$ cat src/rtl/vec_pairperm_pkg.sv
package vec_pairperm_pkg;
    localparam int VEC_W     = 128;
    localparam int NARROW_W  = 64;
    localparam int NUM_SIZES = 4;

    typedef enum logic [1:0] {
        OP_PSUM = 2'd0,
        OP_EVEN = 2'd1,
        OP_ODD  = 2'd2,
        OP_RSV  = 2'd3
    } pp_op_e;

    typedef enum logic {
        ST_IDLE = 1'b0,
        ST_EMIT = 1'b1
    } pp_state_e;
endpackage

$ cat src/rtl/vec_pairperm_lanes.sv
module vec_pairperm_lanes
    import vec_pairperm_pkg::*;
#(
    parameter int LANE_W = 8,
    parameter int REG_W  = 128,
    parameter int OUT_W  = 128
) (
    input  pp_op_e             op,
    input  logic [REG_W-1:0]   a_vec,
    input  logic [REG_W-1:0]   b_vec,
    output logic [OUT_W-1:0]   y_vec
);
    localparam int NLANE = REG_W / LANE_W;
    localparam int HALF  = NLANE / 2;

    logic [REG_W-1:0] core;

    for (genvar i = 0; i < NLANE; i++) begin : g_lane
        localparam int J = 2 * (i % HALF);
        logic [LANE_W-1:0] lo_l, hi_l, pick;
        if (i < HALF) begin : g_src_a
            assign lo_l = a_vec[J*LANE_W +: LANE_W];
            assign hi_l = a_vec[(J+1)*LANE_W +: LANE_W];
        end else begin : g_src_b
            assign lo_l = b_vec[J*LANE_W +: LANE_W];
            assign hi_l = b_vec[(J+1)*LANE_W +: LANE_W];
        end
        always_comb begin
            unique case (op)
                OP_PSUM: pick = lo_l + hi_l;
                OP_EVEN: pick = lo_l;
                OP_ODD:  pick = hi_l;
                default: pick = '0;
            endcase
        end
        assign core[i*LANE_W +: LANE_W] = pick;
    end

    if (REG_W < OUT_W) begin : g_pad
        assign y_vec = {{(OUT_W-REG_W){1'b0}}, core};
    end else begin : g_full
        assign y_vec = core;
    end
endmodule

$ cat src/rtl/vec_pairperm_ctrl.sv
module vec_pairperm_ctrl
    import vec_pairperm_pkg::*;
(
    input  logic clk,
    input  logic rst_n,
    input  logic in_valid,
    output logic capture,
    output logic out_valid
);
    pp_state_e state, state_nx;

    always_comb begin
        unique case (state)
            ST_IDLE: state_nx = in_valid ? ST_EMIT : ST_IDLE;
            ST_EMIT: state_nx = in_valid ? ST_EMIT : ST_IDLE;
            default: state_nx = ST_IDLE;
        endcase
    end

    always_ff @(posedge clk or negedge rst_n) begin
        if (!rst_n) state <= ST_IDLE;
        else        state <= state_nx;
    end

    always_comb begin
        capture   = in_valid;
        out_valid = (state == ST_EMIT);
    end

    a_r8_strobe_follows: assert property (@(posedge clk) disable iff (!rst_n)
        in_valid |=> out_valid);
    a_r8_no_spurious: assert property (@(posedge clk) disable iff (!rst_n)
        !in_valid |=> !out_valid);
endmodule

$ cat src/rtl/vec_pairperm.sv
module vec_pairperm
    import vec_pairperm_pkg::*;
(
    input  logic         clk,
    input  logic         rst_n,
    input  logic         in_valid,
    input  logic [1:0]   op_sel,
    input  logic [1:0]   size_sel,
    input  logic         wide,
    input  logic [127:0] src_a,
    input  logic [127:0] src_b,
    output logic         out_valid,
    output logic         illegal,
    output logic [127:0] result
);
    localparam int NW = 2;

    pp_op_e           op;
    logic [VEC_W-1:0] cand [NW][NUM_SIZES];
    logic [VEC_W-1:0] res_nx;
    logic             bad_nx;
    logic             capture;

    assign op = pp_op_e'(op_sel);

    for (genvar w = 0; w < NW; w++) begin : g_width
        localparam int RW = (w == 1) ? VEC_W : NARROW_W;
        for (genvar s = 0; s < NUM_SIZES; s++) begin : g_size
            localparam int LW = 8 << s;
            if (2 * LW <= RW) begin : g_ok
                vec_pairperm_lanes #(.LANE_W(LW), .REG_W(RW), .OUT_W(VEC_W)) u_lanes (
                    .op    (op),
                    .a_vec (src_a[RW-1:0]),
                    .b_vec (src_b[RW-1:0]),
                    .y_vec (cand[w][s])
                );
            end else begin : g_none
                assign cand[w][s] = '0;
            end
        end
    end

    always_comb begin
        bad_nx = (op == OP_RSV) || (!wide && size_sel == 2'd3);
        res_nx = bad_nx ? '0 : cand[wide][size_sel];
    end

    vec_pairperm_ctrl u_ctrl (
        .clk       (clk),
        .rst_n     (rst_n),
        .in_valid  (in_valid),
        .capture   (capture),
        .out_valid (out_valid)
    );

    always_ff @(posedge clk or negedge rst_n) begin
        if (!rst_n) begin
            result  <= '0;
            illegal <= 1'b0;
        end else if (capture) begin
            result  <= res_nx;
            illegal <= bad_nx;
        end
    end

    a_r6_r7_illegal_zero: assert property (@(posedge clk) disable iff (!rst_n)
        illegal |-> (result == '0));
    a_r5_narrow_upper_zero: assert property (@(posedge clk) disable iff (!rst_n)
        (in_valid && !wide) |=> (result[127:64] == '0));
    a_r8_hold: assert property (@(posedge clk) disable iff (!rst_n)
        !in_valid |=> ($stable(result) && $stable(illegal)));
endmodule

$ cat config.mk
export PLATFORM = sky130hd
export DESIGN_NAME = vec_pairperm
export DESIGN_NICKNAME = d
export VERILOG_FILES = /design/src/rtl/vec_pairperm_pkg.sv /design/src/rtl/vec_pairperm_lanes.sv /design/src/rtl/vec_pairperm_ctrl.sv /design/src/rtl/vec_pairperm.sv
export SDC_FILE = /design/constraint.sdc
export NUM_CORES = 2
export LEC_CHECK = 0
export ABC_AREA = 1
export BUFFER_PORTS_ARGS = -buffer_cell sky130_fd_sc_hd__buf_2
export CORE_ASPECT_RATIO = 2
export CORE_MARGIN = 2
export CORE_UTILIZATION = 40
export DETAILED_ROUTE_END_ITERATION = 8
export PLACE_DENSITY = 0.68
export SYNTH_ARGS = -nofsm -noshare
export SYNTH_HDL_FRONTEND = slang
export SYNTH_SLANG_ARGS = --single-unit
$ cat constraint.sdc
create_clock -name clk -period 0.9 [get_ports clk]
set_clock_uncertainty 0.1 [all_clocks]
set_input_delay 0.225 -clock clk [delete_from_list [all_inputs] [get_ports clk]]
set_output_delay 0.225 -clock clk [all_outputs]
set_load 0.01 [all_outputs]
==> results of run 1 <==
[kinds of logic after synthesis]
kind of cell             count (synthesis)  share of synthesized area (%)
buffers and inverters                 1259                           11.0
XOR/XNOR                                66                           1.29
flip-flops                             130                           7.24
AO/OA/AOI/OAI                         1584                           19.6
adder cells (fa/ha/maj)                512                           14.8
AND/OR/NAND/NOR                       5037                           46.1
[per-stage QoR]
stage	hold slack, ns	setup TNS [ns]	std cells	util (%)	setup slack, ns
CTS	0.0232	-189.76	12645	71.9	-1.12
detailed placement	0.0200	-226.64	12461	62.9	-1.98
global placement	0.0150	-223.89	12461	62.9	-1.98
floorplan	-0.171	-114.91	8588	-	-1.22
[what timing repair did]
action / 4_1_cts
hold buffers: 2
pin swaps: 781
resized for setup: 2180
hold endpoints to repair: 132
buffers inserted: 167
setup endpoints to repair: 259
[routing by layer]
metal  GRT overflow  track usage, %
met5              0            30.6
met4            123            71.4
met3              7            57.9
met2            139            91.1
met1              6            77.4
==> results.md, run 1 <==
* Cells after Synth at 8588
* Exit stage: global routing
* Root Buffer: clkbuf_16
* Total GRT Usage at 75.1%
* Port Buffer Count at 393
* Status: stopped before the end
* Count leader, synth: nand2_1
* GPL Wtd Cong at 1.24
* #FFs+latches synth at 130
* Async SR Flop Fraction at 100%
* Synth top area share at 26.5%
* Worst endpoint type: register input
* CTS sink cnt at 130
* Longest Clk Path Bufs at 2
* DIE WIDTH at 241 µm
* Error: [ERROR GRT-0232] Routing congestion too high. Check the congestion heatmap in the GUI.
* Sequential area share after synthesis at 7.24%
* Die height at 478 µm
* Synth Flop Type: dfrtp_1
* Cell taking the most area after synthesis: nand2_1
* # rows at 174
* Post-DP HPWL at 283000 µm
* # IOs at 394
* Worst setup endpoint after the global-route repair_timing: result[60]$_DFFE_PN0P_/D
* Largest net degree at the start of global routing at 78
* Number of synthesized flops with an enable pin at 0
* Warnings, synthesis at 0
* Unique cell type count in the Yosys netlist at 61
* Cells taking the most area after synthesis: nand2_1 (26%), ha_1 (13%), inv_1 (8.6%)
* Placed Area at 0.0704 mm²
* TritonCTS buffer count at 17
* Mapped Avg Cell Area at 5.23 µm²
* H-tree Lvls at 4
* Initial Util at 40.2%
* Synthesized area at 0.0449 mm²
* Mapped Nets at 9364
* Most frequent cells after synthesis: nand2_1 (3169), inv_1 (1032), nor2_1 (789), a21oi_1 (766), nand3_1 (694)
* GRT overflow at 275
==> run 2, diff against run 1 <==
--- a/config.mk
+++ b/config.mk
@@ -7,11 +7,10 @@
 export LEC_CHECK = 0
 export ABC_AREA = 1
 export BUFFER_PORTS_ARGS = -buffer_cell sky130_fd_sc_hd__buf_2
-export CORE_ASPECT_RATIO = 2
 export CORE_MARGIN = 2
-export CORE_UTILIZATION = 40
+export CORE_UTILIZATION = 25
 export DETAILED_ROUTE_END_ITERATION = 8
-export PLACE_DENSITY = 0.68
+export PLACE_DENSITY_LB_ADDON = 0.15
 export SYNTH_ARGS = -nofsm -noshare
 export SYNTH_HDL_FRONTEND = slang
 export SYNTH_SLANG_ARGS = --single-unit
==> results.md, run 2 <==
* Worst Hold Path EP: result[96]$_DFFE_PN0P_
* Slew HR at 43.3%
* Most frequent cells in the layout: buf_4 (2444), nand2_1 (2223), inv_1 (891), nand2_2 (660), nor2_1 (475)
* Die ar. at 0.183 mm²
* CP arrival at 2.40 ns
* Post-DP HPWL at 339000 µm (was 283000 µm)
* Worst path max stage delay at 0.28 ns
* CTS sink cnt at 130 (unchanged)
* Reg2reg path depth at 1
* GPL Wtd Cong at 1.07 (was 1.24)
* Unique cell type count in the Yosys netlist at 61 (unchanged)
* Vias in the first global route at 71070
* Synth top area share at 26.5% (unchanged)
* Synth Flop Type: dfrtp_1 (unchanged)
* Critical-path top delay cell: ha_4
* Final Slew Violations at 0
* Die height at 428 µm (was 478 µm)
* Critical path class: input pin to register
* Register area at 0.00325 mm²
* First-pass GRT wire length at 538000 µm
* GRT overflow at 0
* Hold path start: src_b[64]
* First-iteration detailed-routing DRC count at 7060
* DP Cell Count at 13682 (was 12461)
* Max reg flops at 128
* Count leader, synth: nand2_1 (unchanged)
* FF-to-FF End: result[64]$_DFFE_PN0P_
* Via count at 74311
* Setup crit start kind: input pin
* Post-route setup slack at -1.16 ns
* TritonCTS clock tree: done
* Largest register by flop count: result
* Cell taking the most area after synthesis: nand2_1 (unchanged)
* Vias per cell at 5.33
* Top cell by count, worst path: nand2_1
* Failing checks: negative setup slack
* Warnings, synthesis at 0 (unchanged)
* Sequential area share after synthesis at 7.24% (unchanged)
* Layout area overhead at 102%
* Worst Path Required at 1.25 ns
* First drt pass iteration count at 6
* RR Startpoint: result[64]$_DFFE_PN0P_
* Root Buffer: clkbuf_16 (unchanged)
* Leading cell type in the layout, fill and taps excluded: buf_4
* Wire per inst at 28.6 µm
* WHS Path Cells at 6
* RSZ-0062 raised after global routing: true
* Final hold violation count at 0
* Mapped Avg Cell Area at 5.23 µm² (unchanged)
* Synthesized area at 0.0449 mm² (unchanged)
* Status: finished with violations (was stopped before the end)
* Layout net count at 12335
* Overall Power at 80.7 mW
* Core area at 0.179 mm²
* TritonCTS buffer count at 17 (unchanged)
* #FFs+latches synth at 130 (unchanged)
* Most frequent cells after synthesis: nand2_1 (3169), inv_1 (1032), nor2_1 (789), a21oi_1 (766), nand3_1 (694) (unchanged)
* Total GRT Usage at 41.3%
* Multi-input logic area at 0.0527 mm²
* Finish-stage setup viols at 259
* Clk slew on worst S/H paths at 0.09 ns
* Initial Util at 25.2% (was 40.2%)
* DIE WIDTH at 428 µm (was 241 µm)
* Port Buffer Count at 393 (unchanged)
* Cells after Synth at 8588 (unchanged)
* Mapped Nets at 9364 (unchanged)
* Final-layout fill cell count at 18363
* Largest net degree at the start of global routing at 130
* Antenna violations before repair at 10
* Number of synthesized flops with an enable pin at 0 (unchanged)
* Power Density at 889 mW/mm²
* Slew @ Worst Pin at 0.847 ns
* Total routed wirelength at 399000 µm
* Worst min path class: input pin to register
* Final worst-path cycle share at 228%
* Final ANT Viol Nets at 0
* DRC viols at 0
* Worst-path fanout max at 3
* Peak VDD IR at 1.71 mV
* Final Non-Filler Cells at 13936
* CP Cell Sequence: buf_8 > ha_4 > buf_6 > nand2_8 > nor2_4 > inv_4 > nor3_4 > nand3_2 > nand2_4 > nand2_4 > buf_6 > o21bai_4 > nand2_1 > nand2_1 > o21bai_2 > nand2_2 > nand2_1
* FMAX at 0.486 GHz
* R2R Setup Slk at -0.10 ns
* Endpoint class of the critical path: register
* Share of cells above drive strength 1 at 51.6%
* LEAKAGE at 44.5 nW
* # rows at 155 (was 174)
* Final Critical Period at 2.06 ns
* Cells taking the most area after synthesis: nand2_1 (26%), ha_1 (13%), inv_1 (8.6%) (unchanged)
* # IOs at 394 (unchanged)
* H-tree Lvls at 4 (unchanged)
* Longest Clk Path Bufs at 2 (unchanged)
* Max cap viols at 0
* Worst skew pair latency at 0.54 ns
* Async SR Flop Fraction at 100% (unchanged)
## run 2: per-stage QoR
stage | util [%] | hold WS, ns | worst slack, ns | area, µm² | TNS, ns
final | 50.8 | 0.0960 | -1.16 | 90800 | -203.27
after global placement | 41.9 | 0.190 | -2.27 | 74800 | -246.01
after detailed placement | 41.9 | 0.185 | -2.29 | 74800 | -246.73
after CTS | 46.9 | 0.0626 | -1.15 | 83800 | -203.50
after floorplan | - | -0.171 | -1.22 | 49800 | -114.91
after global routing | 50.8 | 0.135 | -1.22 | 90800 | -214.47
## run 2: critical path, delay by kind of cell
kind            cells  cell delay, ns
fa+ha+maj           1            0.28
simple gates       10            1.14
buf+inv             4            0.44
compound gates      2            0.29
## run 2: power by group
part           switching (mW)  total, mW  internal [mW]
Combinational            36.9       64.8           27.9
Sequential              0.742       7.26           6.52
Clock                    4.00       8.64           4.64
Total                    41.7       80.7           39.0
## run 2: worst max path at each step
stage	end	slack, ns	cells past startpoint	startpoint
after floorplan	result[126]$_DFFE_PN0P_	-1.22	21	src_b[0]
after global placement	result[47]$_DFFE_PN0P_	-2.27	16	src_b[5]
after detailed placement	result[47]$_DFFE_PN0P_	-2.29	16	src_b[5]
after CTS	result[46]$_DFFE_PN0P_	-1.15	18	src_a[99]
after global routing	result[22]$_DFFE_PN0P_	-1.22	15	src_a[32]
final	result[107]$_DFFE_PN0P_	-1.16	17	src_b[90]
## run 2: layout make-up
type,count,area share [%]
Antenna cell,10,0.0276
Clock inverter,12,0.201
Multi-Input combinational cell,7199,58.0
Inverter,1044,4.41
Timing Repair Buffer,3167,30.0
Tap cell,2355,3.24
Clock buffer,19,0.477
Sequential cell,130,3.58
## run 2: cells by family after synthesis
kind of cell | count (synthesis) | synth area share (%)
buffers and inverters | 1259 | 11.0
and+or+nand+nor | 5037 | 46.1
adders and majority gates | 512 | 14.8
xor gates and xnor gates | 66 | 1.29
AOI/OAI and AO/OA | 1584 | 19.6
DFF | 130 | 7.24
## run 2: routing by layer
layer | wire, µm | GRT usage, % | share of wire (%)
met5 | 38 | 0 | 0.0095
met4 | 36500 | 29.9 | 9.1
met3 | 27600 | 5.49 | 6.9
met2 | 177000 | 66.7 | 44
met1 | 158000 | 50.5 | 40
## run 2: repair_timing
action,CTS,global route
setup endpoints to repair,259,259
hold buffers,2,0
gates cloned,0,0
hold endpoints to repair,133,0
gates resized for setup,2061,1625
pin swaps,649,900
buffers inserted,121,135
No activity file was read; power rests on OpenSTA's default activity.
